--- config.mk ---
export PLATFORM = sky130hd
export DESIGN_NAME = slumber_timer
export DESIGN_NICKNAME = d
export VERILOG_FILES = /design/src/rtl/slumber_pkg.sv /design/src/rtl/slumber_counter.sv /design/src/rtl/slumber_irq.sv /design/src/rtl/slumber_swd_wake.sv /design/src/rtl/slumber_timer.sv
export SDC_FILE = /design/constraint.sdc
export NUM_CORES = 1
export LEC_CHECK = 0
export BUFFER_PORTS_ARGS = -buffer_cell sky130_fd_sc_hd__clkbuf_2
export CAP_MARGIN = 20
export CORE_MARGIN = 3
export CORE_UTILIZATION = 53
export CTS_CLUSTER_DIAMETER = 80
export CTS_CLUSTER_SIZE = 14
export DETAILED_ROUTE_END_ITERATION = 16
export HOLD_SLACK_MARGIN = 0.03
export PLACE_DENSITY = 0.8
export SLEW_MARGIN = 0
export SYNTH_ARGS = -nofsm -noshare
export SYNTH_HDL_FRONTEND = slang
export SYNTH_SLANG_ARGS = --single-unit
--- constraint.sdc ---
create_clock -name clk -period 2.45 [get_ports clk]
set_clock_uncertainty 0.2 [all_clocks]
set_input_delay 0.3675 -clock clk [delete_from_list [all_inputs] [get_ports clk]]
set_output_delay 0.3675 -clock clk [all_outputs]
set_load 0.005 [all_outputs]
--- src/rtl/slumber_pkg.sv ---
package slumber_pkg;
  localparam int DATA_W = 32;

  localparam int WORD_CTRL  = 0;
  localparam int WORD_STAT  = 1;
  localparam int WORD_COUNT = 2;

  // control word fields
  localparam int C_RUN      = 0;
  localparam int C_SIGN     = 5;
  localparam int C_LPCLK    = 6;
  localparam int C_ACTIVE   = 7;
  localparam int C_SEL_FAST = 8;
  localparam int C_SEL_SLOW = 9;
  localparam int C_DBG_ARM  = 24;

  // status word fields
  localparam int S_IRQ      = 0;
  localparam int S_CLR      = 1;
  localparam int S_SET      = 2;
  localparam int S_DBG_FLAG = 8;
endpackage

--- src/rtl/slumber_counter.sv ---
module slumber_counter #(
  parameter int CNT_W = 32
) (
  input  logic             clk,
  input  logic             rst,
  input  logic             ld,
  input  logic [CNT_W-1:0] ld_val,
  input  logic             tick,
  output logic [CNT_W-1:0] cnt_q,
  output logic             at_one,
  output logic             expire
);
  localparam logic [CNT_W-1:0] ONE = CNT_W'(1);

  assign at_one = (cnt_q == ONE);
  assign expire = tick && !ld && at_one;

  always_ff @(posedge clk) begin
    if (rst)       cnt_q <= '0;
    else if (ld)   cnt_q <= ld_val;
    else if (tick) cnt_q <= cnt_q - ONE;
  end


  load_wins_chk: assert property (@(posedge clk) disable iff (rst)
    ld |=> cnt_q == $past(ld_val));

  dec_step_chk: assert property (@(posedge clk) disable iff (rst)
    (tick && !ld) |=> cnt_q == $past(cnt_q) - ONE);

  hold_idle_chk: assert property (@(posedge clk) disable iff (rst)
    (!tick && !ld) |=> $stable(cnt_q));
endmodule

--- src/rtl/slumber_irq.sv ---
module slumber_irq (
  input  logic clk,
  input  logic rst,
  input  logic set_req,
  input  logic clr_req,
  input  logic expire,
  input  logic block,
  output logic irq_q,
  output logic set_pend,
  output logic clr_pend
);
  logic clr_go;

  assign clr_go = clr_pend && !block && !set_pend && !expire;

  always_ff @(posedge clk) begin
    if (rst) begin
      irq_q    <= 1'b0;
      set_pend <= 1'b0;
      clr_pend <= 1'b0;
    end else begin
      set_pend <= set_req;
      clr_pend <= clr_go ? clr_req : (clr_pend || clr_req);
      if (expire || set_pend) irq_q <= 1'b1;
      else if (clr_go)        irq_q <= 1'b0;
    end
  end


  expire_sets_chk: assert property (@(posedge clk) disable iff (rst)
    (expire || set_pend) |=> irq_q);

  set_retires_chk: assert property (@(posedge clk) disable iff (rst)
    (set_pend && !set_req) |=> !set_pend);

  clr_held_chk: assert property (@(posedge clk) disable iff (rst)
    (clr_pend && block) |=> clr_pend);

  clr_done_chk: assert property (@(posedge clk) disable iff (rst)
    (clr_pend && !block && !set_pend && !expire) |=> !irq_q);
endmodule

--- src/rtl/slumber_swd_wake.sv ---
module slumber_swd_wake #(
  parameter int SYNC_STAGES = 2
) (
  input  logic clk,
  input  logic rst,
  input  logic swclk,
  input  logic arm,
  input  logic clr_req,
  output logic flag_q
);
  logic [SYNC_STAGES-1:0] sync_q;
  logic                   prev_q;
  logic                   fall;

  always_ff @(posedge clk) begin
    if (rst) begin
      sync_q <= '0;
      prev_q <= 1'b0;
    end else begin
      sync_q <= {sync_q[SYNC_STAGES-2:0], swclk};
      prev_q <= sync_q[SYNC_STAGES-1];
    end
  end

  assign fall = prev_q && !sync_q[SYNC_STAGES-1];

  always_ff @(posedge clk) begin
    if (rst)              flag_q <= 1'b0;
    else if (fall && arm) flag_q <= 1'b1;
    else if (clr_req)     flag_q <= 1'b0;
  end


  edge_sets_chk: assert property (@(posedge clk) disable iff (rst)
    (fall && arm) |=> flag_q);

  flag_clears_chk: assert property (@(posedge clk) disable iff (rst)
    (!(fall && arm) && clr_req) |=> !flag_q);

  no_stray_set_chk: assert property (@(posedge clk) disable iff (rst)
    (!flag_q && !(fall && arm)) |=> !flag_q);
endmodule

--- src/rtl/slumber_timer.sv ---
module slumber_timer
  import slumber_pkg::*;
#(
  parameter int ADDR_W      = 2,
  parameter int CNT_W       = 32,
  parameter int SYNC_STAGES = 2
) (
  input  logic              clk,
  input  logic              rst,
  input  logic              bus_we,
  input  logic [ADDR_W-1:0] bus_word,
  input  logic [DATA_W-1:0] bus_wdata,
  output logic [DATA_W-1:0] bus_rdata,
  input  logic              fast_tick,
  input  logic              slow_tick,
  input  logic              lp_clk_lvl,
  input  logic              swclk,
  input  logic              radio_down,
  input  logic              dbg_en,
  output logic              irq,
  output logic              wake
);
  logic run_q, sel_fast_q, sel_slow_q, dbg_arm_q;
  logic wr_ctrl, wr_stat, wr_count;
  logic tick, at_one, expire, block;
  logic set_pend, clr_pend, irq_q, flag_q;
  logic [CNT_W-1:0] cnt_q;
  logic [DATA_W-1:0] ctrl_rd, stat_rd, rd_next;

  assign wr_ctrl  = bus_we && (bus_word == ADDR_W'(WORD_CTRL));
  assign wr_stat  = bus_we && (bus_word == ADDR_W'(WORD_STAT));
  assign wr_count = bus_we && (bus_word == ADDR_W'(WORD_COUNT));

  always_ff @(posedge clk) begin
    if (rst) begin
      run_q      <= 1'b0;
      sel_fast_q <= 1'b0;
      sel_slow_q <= 1'b0;
      dbg_arm_q  <= 1'b0;
    end else if (wr_ctrl) begin
      run_q      <= bus_wdata[C_RUN];
      sel_fast_q <= bus_wdata[C_SEL_FAST];
      sel_slow_q <= bus_wdata[C_SEL_SLOW];
      dbg_arm_q  <= bus_wdata[C_DBG_ARM];
    end
  end

  assign tick  = run_q && ((sel_fast_q && fast_tick) || (sel_slow_q && slow_tick));
  assign block = run_q && at_one;

  slumber_counter #(.CNT_W(CNT_W)) u_cnt (
    .clk    (clk),
    .rst    (rst),
    .ld     (wr_count),
    .ld_val (bus_wdata[CNT_W-1:0]),
    .tick   (tick),
    .cnt_q  (cnt_q),
    .at_one (at_one),
    .expire (expire)
  );

  slumber_irq u_irq (
    .clk      (clk),
    .rst      (rst),
    .set_req  (wr_stat && bus_wdata[S_SET]),
    .clr_req  (wr_stat && bus_wdata[S_CLR]),
    .expire   (expire),
    .block    (block),
    .irq_q    (irq_q),
    .set_pend (set_pend),
    .clr_pend (clr_pend)
  );

  slumber_swd_wake #(.SYNC_STAGES(SYNC_STAGES)) u_swd (
    .clk     (clk),
    .rst     (rst),
    .swclk   (swclk),
    .arm     (dbg_arm_q && radio_down && dbg_en),
    .clr_req (wr_stat && bus_wdata[S_DBG_FLAG]),
    .flag_q  (flag_q)
  );

  always_comb begin
    ctrl_rd             = '0;
    ctrl_rd[C_RUN]      = run_q;
    ctrl_rd[C_SIGN]     = cnt_q[CNT_W-1];
    ctrl_rd[C_LPCLK]    = lp_clk_lvl;
    ctrl_rd[C_ACTIVE]   = run_q;
    ctrl_rd[C_SEL_FAST] = sel_fast_q;
    ctrl_rd[C_SEL_SLOW] = sel_slow_q;
    ctrl_rd[C_DBG_ARM]  = dbg_arm_q;

    stat_rd             = '0;
    stat_rd[S_IRQ]      = irq_q;
    stat_rd[S_CLR]      = clr_pend;
    stat_rd[S_SET]      = set_pend;
    stat_rd[C_SIGN]     = cnt_q[CNT_W-1];
    stat_rd[C_LPCLK]    = lp_clk_lvl;
    stat_rd[C_ACTIVE]   = run_q;
    stat_rd[S_DBG_FLAG] = flag_q;

    case (bus_word)
      ADDR_W'(WORD_CTRL):  rd_next = ctrl_rd;
      ADDR_W'(WORD_STAT):  rd_next = stat_rd;
      ADDR_W'(WORD_COUNT): rd_next = DATA_W'(cnt_q);
      default:             rd_next = '0;
    endcase
  end

  always_ff @(posedge clk) begin
    if (rst) bus_rdata <= '0;
    else     bus_rdata <= rd_next;
  end

  assign irq  = irq_q;
  assign wake = irq_q || flag_q;


  rdata_follows_chk: assert property (@(posedge clk) disable iff (rst)
    (bus_word == ADDR_W'(WORD_COUNT) && !wr_count) |=> bus_rdata == DATA_W'($past(cnt_q)));

  stopped_holds_chk: assert property (@(posedge clk) disable iff (rst)
    (!run_q && !wr_count) |=> $stable(cnt_q));
endmodule

# Word-level counts from Yosys, hierarchy flattened

Index checks and enable logic that the tools add are counted.

Register bits: 75
Input bits: 43
Output and inout bits: 34
Logic and storage cells: 56

Add/subtract/negate cells: 1
Equal/unequal tests: 3
Muxes and demuxes: 8
Reduce and logical (&&, ||, !) cells: 32

Operators by type and width:

| operator              | number |
|---|---|
| $pmux 32 s3           | 1 |
| $mux 32               | 2 |
| $eq 32x1->1 const B   | 1 |
| $sub 32x1->32 const B | 1 |
| $logic_and 1x1->1     | 19 |
| $reduce_bool 2->1     | 3 |
| $logic_not 1->1       | 5 |
| $mux 1                | 5 |
| $logic_or 1x1->1      | 4 |
| $eq 2x1->1 const B    | 1 |
| $eq 2x2->1 const B    | 1 |
| $logic_not 2->1       | 1 |

# Longest topological paths before layout

Word-level depth: 9
Mapped depth: 8
Gate-level depth less buffers: 7

# Hierarchy

Synthesis repeated with hierarchy kept, for this count alone.

Cell total of the unflattened synthesis: 372
Area, all modules: 3315.7 sq um

By module, submodules not included:

| module           | instances | cells an instance | area each (sq um) | seq. area each (sq um) |
|---|---|---|---|---|
| slumber_counter  | 1         | 241               | 1876.8            | 640.6 |
| slumber_timer    | 1         | 110               | 1217.4            | 720.7 |
| slumber_swd_wake | 1         | 10                | 117.6             | 80.1 |
| slumber_irq      | 1         | 11                | 103.8             | 60.1 |

# Worst setup path after synthesis

No wires, ideal clock.

Kind: flip-flop to flip-flop
Start point: register u_cnt.cnt_q[9]
End point: register u_cnt.cnt_q[30]
Library setup time: 0.091 ns
Arrival: 1.823 ns
Data required time: 2.159 ns
Path slack: 0.337 ns
Stages on the path, launching flop included: 6
Buffers on the path: 0
Clock period less this slack: 2.113 ns
Cell sequence: dfxtp_1 or4_4 nor2_1 nand4_1 or3_1 a311oi_1

Cells in the longest elaborated chain, start to end: 3

RTL lines:

| element                | line                  | text |
|---|---|---|
| start, declared        | slumber_counter.sv:9  | `output logic [CNT_W-1:0] cnt_q,` |
| start signal, assigned | slumber_counter.sv:20 | `else if (ld) cnt_q <= ld_val;` |
| start signal, assigned | slumber_counter.sv:21 | `else if (tick) cnt_q <= cnt_q - ONE;` |
| $sub 32x1->32          | slumber_counter.sv:21 |  |
| $mux 32                | slumber_counter.sv:21 |  |
| $mux 32                | slumber_counter.sv:20 |  |

Every way passes these cells. The select of a mux whose other input is x is not followed.
A chain may end at the register's enable or synchronous reset.

# Worst setup path after layout

Start point: register u_cnt.cnt_q[10]
End point: register u_cnt.cnt_q[29]

Same word-level chain as after synthesis.

==> impl_metrics.tcl <==
set metrics [dict create \
    status "completed" \
    setup-tns-final_ns 0 \
    p_leak_nw 1.70 \
    nFillCells 465 \
    n_antenna_cell 0 \
    root_buffer "clkbuf_8" \
    die_w_um 84.9 \
    worstPathArrival_ns 2.40 \
    yosysWarnings 0 \
    grt_pass1_vias 2946 \
    overflow 0 \
    power_switching_mw 0.678 \
    synthCells 351 \
    worst_slew_margin_rel_pct 57.9 \
    power_per_cell_area_nw_per_um2 706 \
    hold_violations 0 \
    hp-class "in2reg" \
    vias 2909 \
    clockBufferDepth 2 \
    r2r_start "u_cnt.cnt_q[10]$_SDFFE_PP0P_" \
    timing.final.max_slew_violations 0 \
    min-delay-start "lp_clk_lvl" \
    viasPerCell 5.64 \
    drc_errors 0 \
    reg2reg_slack_ns 0.11 \
    clk_latency_ns 0.35 \
    gp_congestion 0.856 \
    path_class "reg2reg" \
    area_growth_pct 25.3 \
    cp-end-kind "flop" \
    clock_power_share_pct 43.9 \
    drt_iter0_markers 203 \
    cts-buffers-inserted 9 \
    htree_levels 3 \
    routedWlPerCell_um 15.7 \
    final_common_cell "clkbuf_2" \
    post-route-util_pct 69.0 \
    routed_wl_um 8100 \
    vdd_ir_drop_max_mv 0.446 \
    fin_crit_sh_pct 95.5 \
    reg2reg_depth 6 \
    combPwrFrac_pct 11.4 \
    reg2reg_to "u_cnt.cnt_q[29]$_SDFFE_PP0P_" \
    min_path_cells 3 \
    dieArea_um2 7210 \
    grt_pass1_wl_um 13700 \
    path_max_fanout 6 \
    ys_seq_elements 75 \
    grt_use_total_pct 23.7 \
    tightest_slew_ns 0.626 \
    row_count 28 \
    syn_area_um2 3300 \
    io_pins 77 \
    whs_endpoint "bus_rdata[6]$_SDFF_PP0_" \
    fp.dieH_um 84.9 \
    antenna_found_initial 0 \
    io_buffer_count 76 \
    dr.pass1.iters 5 \
    setup_viol 0 \
    drive_gt1_share_pct 29.0 \
    p_sw_share_pct 23.2 \
    p_int_mw 2.24 \
    post-route-min-period_ns 2.34 \
    core-area_um2 5990 \
    initial_utilization_pct 55.1 \
    ys_types 40 \
    start_kind "flop" \
    syn-num-nets 396 \
    max_freq_mhz 427 \
    cts.sink_count 75 \
    final_nets 481 \
    synth.avg_cell_area_um2 9.41 \
    final_cell_mix "76 x clkbuf_2, 75 x dfxtp_1, 53 x nor2_1, 26 x a211oi_1, 24 x and2_1" \
    yosysSeqAreaShare_pct 45.5 \
    hpwl_um 5560 \
    seqPwrFrac_pct 44.6 \
    antenna_left 0 \
    cts.clk_slew.worst_paths_ns 0.07 \
    cap_violations 0 \
    worstPathRequired_ns 2.50 \
    cts_tree "built" \
    grt_max_degree 38 \
]
[worst max-delay path, cell delays in order (launching register included)]
cell and delay [ns]:
dfxtp_1 0.36, or4_4 0.57, or2_4 0.29, buf_4 0.18
nor4_2 0.27, xnor2_1 0.11, a211oi_1 0.27
[layer usage]
metal	track usage [%]	vias to the layer above	wire (µm)
met5	0	-	0
met4	14.5	0	216
met3	4.27	18	503
met2	38.2	106	3970
met1	29.4	1371	3410
li1	-	1414	-
[power groups by stage]
stage	registers, mW	clock network (mW)	logic (mW)
final	1.30	1.28	0.334
after global routing	1.31	1.35	0.366
after CTS	1.30	1.29	0.330
after detailed placement	1.33	0	0.323
after global placement	1.33	0	0.316
after floorplan	1.32	0	0.205
[sequential cells by signal, indices dropped and copies added (netlist names)]
register and count:
u_swd.prev_q 1, u_cnt.cnt_q 32, sel_fast_q 1, u_irq.set_pend 1, u_irq.irq_q 1, sel_slow_q 1, bus_rdata 32, run_q 1
u_swd.sync_q 2, u_swd.flag_q 1, dbg_arm_q 1, u_irq.clr_pend 1
[through the flow]
stage / power [mW] / worst slack, ns / instance area [µm²] / hold WS [ns] / std cells
6_report: 2.92 / 0.109 / 4140 / 0.0562 / 516
3_3_place_gp: 1.64 / 0.225 / 3830 / 0.224 / 497
4_1_cts: 2.93 / 0.0448 / 4120 / 0.0484 / 514
3_5_place_dp: 1.65 / 0.0827 / 3830 / 0.239 / 497
2_1_floorplan: 1.52 / 0.337 / 3300 / 0.214 / 351
5_1_grt: 3.03 / -0.00289 / 4140 / 0.0647 / 516
[cells in the mapped netlist (all sizes together)]
library cell | instances | area share (%)
nor3b | 1 | 0.23
nand4 | 10 | 2.3
or2 | 4 | 0.76
a22oi | 3 | 0.68
or3 | 7 | 1.3
dfxtp | 75 | 45
nand3b | 3 | 0.68
a21oi | 11 | 1.7
xor2 | 11 | 2.9
inv | 6 | 0.68
and2 | 24 | 4.5
nor4b | 1 | 0.72
and4b | 3 | 0.91
ha | 2 | 0.76
a211oi | 26 | 5.9
o21ai | 5 | 0.76
nor3 | 11 | 1.7
xnor2 | 14 | 3.7
a311oi | 5 | 1.3
nor2 | 53 | 6.0
nand3 | 6 | 0.91
mux2i | 7 | 2.1
o211ai | 1 | 0.23
clkbuf | 18 | 2.0
nor4 | 14 | 5.3
a22o | 1 | 0.27
nand4b | 4 | 1.1
or4 | 1 | 0.34
nor2b | 8 | 1.5
nand2 | 5 | 0.57
a32oi | 1 | 0.27
o211a | 1 | 0.30
and4 | 1 | 0.27
nand2b | 4 | 0.76
buf | 4 | 0.91
[cells by family (layout without fill, tap and decap cells)]
kind of cell | count (synthesis) | in the layout | synth area share (%)
XOR/XNOR | 25 | 25 | 6.63
AND/OR/NAND/NOR | 160 | 160 | 30.0
multiplexers | 7 | 7 | 2.12
flip-flops | 75 | 75 | 45.5
AO/OA/AOI/OAI | 54 | 54 | 11.4
adder cells (fa/ha/maj) | 2 | 2 | 0.758
buffers and inverters | 28 | 118 | 3.64
[cell type report]
class                   count  area [µm²]  area share [%]
flip-flops and latches     75        1500            36.3
multi-input cells         248        1690            40.7
well taps                  75        93.8            2.27
clock inverters             4         120            2.90
repair buffers             96         558            13.5
clock buffers              12         155            3.75
inverters                   6        22.5           0.544
[worst max-delay path by stage]
stage / from / end / slack [ns] / cells past startpoint
finish: u_cnt.cnt_q[10]$_SDFFE_PP0P_ / u_cnt.cnt_q[29]$_SDFFE_PP0P_ / 0.11 / 6
detailed placement: u_cnt.cnt_q[10]$_SDFFE_PP0P_ / u_cnt.cnt_q[22]$_SDFFE_PP0P_ / 0.08 / 5
CTS: u_cnt.cnt_q[10]$_SDFFE_PP0P_ / u_cnt.cnt_q[30]$_SDFFE_PP0P_ / 0.04 / 5
global placement: u_cnt.cnt_q[10]$_SDFFE_PP0P_ / u_cnt.cnt_q[30]$_SDFFE_PP0P_ / 0.22 / 5
floorplan: u_cnt.cnt_q[9]$_SDFFE_PP0P_ / u_cnt.cnt_q[30]$_SDFFE_PP0P_ / 0.34 / 5
global route: u_cnt.cnt_q[10]$_SDFFE_PP0P_ / u_cnt.cnt_q[24]$_SDFFE_PP0P_ / -0.003 / 6
[timing repair]
item	in CTS	in global routing
gates resized for setup	0	1
hold buffers	1	0
setup buffers	0	2
endpoints found under the setup margin	0	8
endpoints found under the hold margin	1	0
No activity file was read; power rests on OpenSTA's default activity.
